`src/rtl/stim_spreader_pkg.sv`:
```
package stim_spreader_pkg;

  localparam int unsigned DEF_LFSR_W = 16;
  localparam int unsigned DEF_CHAINS = 32;
  localparam logic [15:0] DEF_FB_MASK = 16'hB400;
  localparam logic [15:0] DEF_SEED    = 16'hACE1;

  // Tap index for chain k: which = 0,1,2 picks the three distinct taps.
  // Group g = k / w shifts the spacing so every chain has its own tap set.
  function automatic int unsigned tap_index(input int unsigned k,
                                            input int unsigned w,
                                            input int unsigned which);
    int unsigned g;
    int unsigned base;
    g    = k / w;
    base = k % w;
    case (which)
      0:       tap_index = base;
      1:       tap_index = (base + g + 1) % w;
      default: tap_index = (base + 2 * g + 3) % w;
    endcase
  endfunction

endpackage

```
`src/rtl/spreader_lfsr.sv`:
```
module spreader_lfsr #(
  parameter int unsigned W = 16,
  parameter logic [W-1:0] FB_MASK = 16'hB400,
  parameter logic [W-1:0] DEF_SEED = 16'hACE1
) (
  input  logic         clk,
  input  logic         rst_n,
  input  logic         load,
  input  logic [W-1:0] seed,
  input  logic         adv,
  output logic [W-1:0] state
);

  // Right-shifting Galois step: bit 0 feeds back through the mask.
  function automatic logic [W-1:0] next_state(input logic [W-1:0] s);
    next_state = (s >> 1) ^ (s[0] ? FB_MASK : '0);
  endfunction

  // An all-zero seed would lock the register; substitute the default.
  function automatic logic [W-1:0] legal_seed(input logic [W-1:0] s);
    legal_seed = (s == '0) ? DEF_SEED : s;
  endfunction

  always_ff @(posedge clk) begin
    if (!rst_n)    state <= DEF_SEED;
    else if (load) state <= legal_seed(seed);
    else if (adv)  state <= next_state(state);
  end

endmodule

```
`src/rtl/spreader_xor_net.sv`:
```
module spreader_xor_net
  import stim_spreader_pkg::*;
#(
  parameter int unsigned W = 16,
  parameter int unsigned CHAINS = 32
) (
  input  logic [W-1:0]      state,
  output logic [CHAINS-1:0] bits
);

  for (genvar k = 0; k < CHAINS; k++) begin : g_chain
    localparam int unsigned TA = tap_index(k, W, 0);
    localparam int unsigned TB = tap_index(k, W, 1);
    localparam int unsigned TC = tap_index(k, W, 2);
    assign bits[k] = state[TA] ^ state[TB] ^ state[TC];
  end

endmodule

```
`src/rtl/spreader_chain_bank.sv`:
```
module spreader_chain_bank #(
  parameter int unsigned CHAINS = 32
) (
  input  logic              clk,
  input  logic              rst_n,
  input  logic              capture,
  input  logic              gen_mode,
  input  logic [CHAINS-1:0] gen_bits,
  input  logic [CHAINS-1:0] ext_bits,
  output logic [CHAINS-1:0] q
);

  for (genvar k = 0; k < CHAINS; k++) begin : g_mux
    logic pick;
    assign pick = gen_mode ? gen_bits[k] : ext_bits[k];
    always_ff @(posedge clk) begin
      if (!rst_n)       q[k] <= 1'b0;
      else if (capture) q[k] <= pick;
    end
  end

endmodule

```
`src/rtl/lfsr_stim_spreader.sv`:
```
module lfsr_stim_spreader
  import stim_spreader_pkg::*;
#(
  parameter int unsigned LFSR_W = DEF_LFSR_W,
  parameter int unsigned CHAINS = DEF_CHAINS,
  parameter logic [LFSR_W-1:0] FB_MASK = DEF_FB_MASK,
  parameter logic [LFSR_W-1:0] SEED_DEFAULT = DEF_SEED
) (
  input  logic              clk,
  input  logic              rst_n,
  input  logic              seed_load,
  input  logic [LFSR_W-1:0] seed,
  input  logic              shift_en,
  input  logic              gen_mode,
  input  logic [CHAINS-1:0] ext_si,
  output logic [CHAINS-1:0] chain_si
);

  // Named internal events for the checker.
  logic              shift_cycle;
  logic [LFSR_W-1:0] lfsr_state;
  logic [CHAINS-1:0] gen_bits;

  assign shift_cycle = shift_en & ~seed_load;

  spreader_lfsr #(
    .W(LFSR_W), .FB_MASK(FB_MASK), .DEF_SEED(SEED_DEFAULT)
  ) u_lfsr (
    .clk(clk), .rst_n(rst_n), .load(seed_load), .seed(seed),
    .adv(shift_cycle), .state(lfsr_state)
  );

  spreader_xor_net #(.W(LFSR_W), .CHAINS(CHAINS)) u_net (
    .state(lfsr_state), .bits(gen_bits)
  );

  spreader_chain_bank #(.CHAINS(CHAINS)) u_bank (
    .clk(clk), .rst_n(rst_n), .capture(shift_cycle), .gen_mode(gen_mode),
    .gen_bits(gen_bits), .ext_bits(ext_si), .q(chain_si)
  );

endmodule

```
`config.mk`:
```
export PLATFORM = sky130hd
export DESIGN_NAME = lfsr_stim_spreader
export DESIGN_NICKNAME = d
export VERILOG_FILES = /design/src/rtl/stim_spreader_pkg.sv /design/src/rtl/spreader_lfsr.sv /design/src/rtl/spreader_xor_net.sv /design/src/rtl/spreader_chain_bank.sv /design/src/rtl/lfsr_stim_spreader.sv
export SDC_FILE = /design/constraint.sdc
export NUM_CORES = 1
export LEC_CHECK = 0
export BUFFER_PORTS_ARGS = -buffer_cell sky130_fd_sc_hd__buf_4
export CORE_ASPECT_RATIO = 1.1
export CORE_UTILIZATION = 45
export DETAILED_ROUTE_END_ITERATION = 7
export PLACE_DENSITY = 0.72
export SLEW_MARGIN = 20
export SYNTH_ARGS = -nofsm -noshare
export SYNTH_HDL_FRONTEND = slang
export SYNTH_SLANG_ARGS = --single-unit
```
`constraint.sdc`:
```
create_clock -name clk -period 2.71 [get_ports clk]
set_clock_uncertainty 0.05 [all_clocks]
set_input_delay 0.542 -clock clk [delete_from_list [all_inputs] [get_ports clk]]
set_output_delay 0.542 -clock clk [all_outputs]
set_load 0.005 [all_outputs]
```
==> metrics <==
pin count of the biggest net entering global routing 43; Die Width 82.0 um; worst r2r path cells 3; clock latency on the worst-skew pair 300 ps; Synth Net Count 336; post-layout minimum cycle time about 1700 ps; placed inst area 0.00365 sq mm; number of H-tree levels 2; commonest non-fill, non-tap cell in the layout buf_4; Hold Path Origin ext_si[12]; final setup fails 0; FF-to-FF setup slack ~1100 ps; TritonRoute pass-1 iters 4; Tcrit/Tclk final 0.624; number of global-route vias before repair 2,256; #FFs+latches synth 48; hold path depth 3; # resized after CTS 0; initial core utilization 0.473; I/O pin count 85; Achievable Freq 592 MHz; Core Box Area roughly 0.0067 sq mm; Slew Limit Fails 0; grt met1 use 0.255; Unique masters post-synth 28; Worst EP required 2900 ps; outcome completed; Seq/Total Area, Yosys 0.303; CP arrival 1880 ps; met3 GRT Util 0.0315; Total Routing Usage GR 0.193; Hold Path Sink u_bank.q[12]; met2 usage 0.320; count of yosys warnings during synthesis 0; setup bufs post-CTS 0; Iter 0 DRT Violations 91; R2R Path End u_bank.q[16]; DRC Markers 0; worst hold path type in2reg; Startpoint Class input pin; gpl congestion 0.829; ANT cells 0; # clock sinks 48; # rows 31; worst r2r src u_lfsr.state[0]; CP peak stage delay 570 ps; area delta synth->final 20.2%; Post-CTS Hold Buffers 0; Setup CP Type in2reg; RSZ-0062 raised after global routing false; busiest grt layer met2; CTS tree yes; post-route setup TNS 0 ps; Leak Pwr 1.86 nW; initial antenna violation count 0; Worst-path clk slew 90 ps; first-pass GRT wire length 10.9 mm; Vias/cell roughly 5.3; Die Y 90.1 um; CTS Buffer Depth 2; Final Non-Filler Cells 422; Slew HR 0.559; Root Driver clkbuf_8; crit-path max FO 40; cell count after synthesis around 280; Detailed Place HPWL 4.72 mm; Worst path slowest cell nor2b_4; Fillers 574; Post-Place Cells 414; vias roughly 2,200; WL final 6.76 mm; CP cell instances buf_4 > nor2b_4 > buf_12 > o21ai_1 > a21oi_1; Hold Slack about 470 ps; port bufs 84; Nets approximately 390; cts bufs inserted 5; Power Total 2.06 mW; most frequent cells in the layout 84 x buf_4, 48 x dfxtp_1, 45 x mux2i_1; Fin. Hold Viols 0; routed len/inst 16.0 um; design area 0.00381 sq mm; Antenna Violating Nets Remaining 0; worst slew pin tran 659 ps; Post-Syn Area 0.00317 sq mm; Overflow after GRT 0; layout cells sized above 1 0.294; power per cell area ~540 mW/mm^2; syn_area_per_cell 11.2 sq um; CP Capture Type register; max_cap viols 0; Die Area 0.00739 sq mm; Peak VDD IR 0.237 mV
[power by group]
part / switching [mW] / total (mW) / internal [mW]
sequential: 0.0799 / 0.837 / 0.757
clock: 0.253 / 0.714 / 0.461
combinational: 0.171 / 0.504 / 0.333
[kinds of logic after synthesis]
family / Yosys count / synth area share
flip-flops: 48 / 0.303
AND/OR/NAND/NOR: 27 / 0.0682
multiplexers: 45 / 0.142
AO/OA/AOI/OAI: 84 / 0.151
buffers and inverters: 46 / 0.0970
XOR/XNOR: 33 / 0.239
[state kept, by name, indices dropped and copies added (netlist names)]
| register | flops |
|---|---|
| u_bank.q | 32 |
| u_lfsr.state | 16 |
[cells in the mapped netlist]
library cell,n,share of area
nor2b_4,1,0.0043
inv_1,10,0.012
mux2i_1,45,0.14
and3_1,3,0.0059
o31a_1,2,0.0055
nor2_1,1,0.0012
clkbuf_1,5,0.0059
nor2b_1,1,0.0020
a22oi_1,8,0.019
and2_1,7,0.014
nand2_1,8,0.0095
a21o_1,1,0.0024
xor3_1,30,0.22
a41oi_4,1,0.0087
nor4_4,4,0.027
buf_6,7,0.025
xnor2_4,1,0.0087
buf_4,13,0.031
dfxtp_1,48,0.30
clkbuf_2,2,0.0032
o21a_1,2,0.0047
nor3b_1,2,0.0047
xor2_1,2,0.0055
buf_2,7,0.011
o21ai_0,7,0.011
a21oi_1,31,0.049
buf_8,2,0.0095
o21ai_1,32,0.050
[per-layer routing]
metal	vias up	routed length, um	part of all wire
met4	0	102	0.015
li1	1115	-	-
met3	8	293	0.043
met2	61	3340	0.49
met5	-	0	0
met1	1038	3020	0.45
[area by class of cell]
type,count,area (sq um),share of cell area
clock inverter,3,90.1,0.0236
clock buffer,5,68.8,0.0180
inverter,10,37.5,0.00984
tap,82,103,0.0269
sequential,48,961,0.252
timing repair buffer,85,651,0.171
multi-input combinational,189,1900,0.499
[worst max-delay path by stage]
stage                     depth (start not counted)           end     start
after floorplan                                   5  u_bank.q[13]  shift_en
after global placement                            5  u_bank.q[22]  shift_en
after detailed placement                          5   u_bank.q[8]  shift_en
after CTS                                         5   u_bank.q[9]  shift_en
after global routing                              5  u_bank.q[22]  shift_en
final                                             5   u_bank.q[8]  shift_en
[through the flow]
stage                     utilization  worst slack, ps
after floorplan                     -             1340
after global placement          0.545              759
after detailed placement        0.545              714
after CTS                       0.568             1040
after global routing            0.568              890
final                           0.568             1020
[critical path: cells and delay by family]
family | cells | cell delay (ps)
simple gates | 1 | 570
buf+inv | 2 | 530
compound gates | 2 | 210
Note: power is estimated with default switching activity, not from simulation.
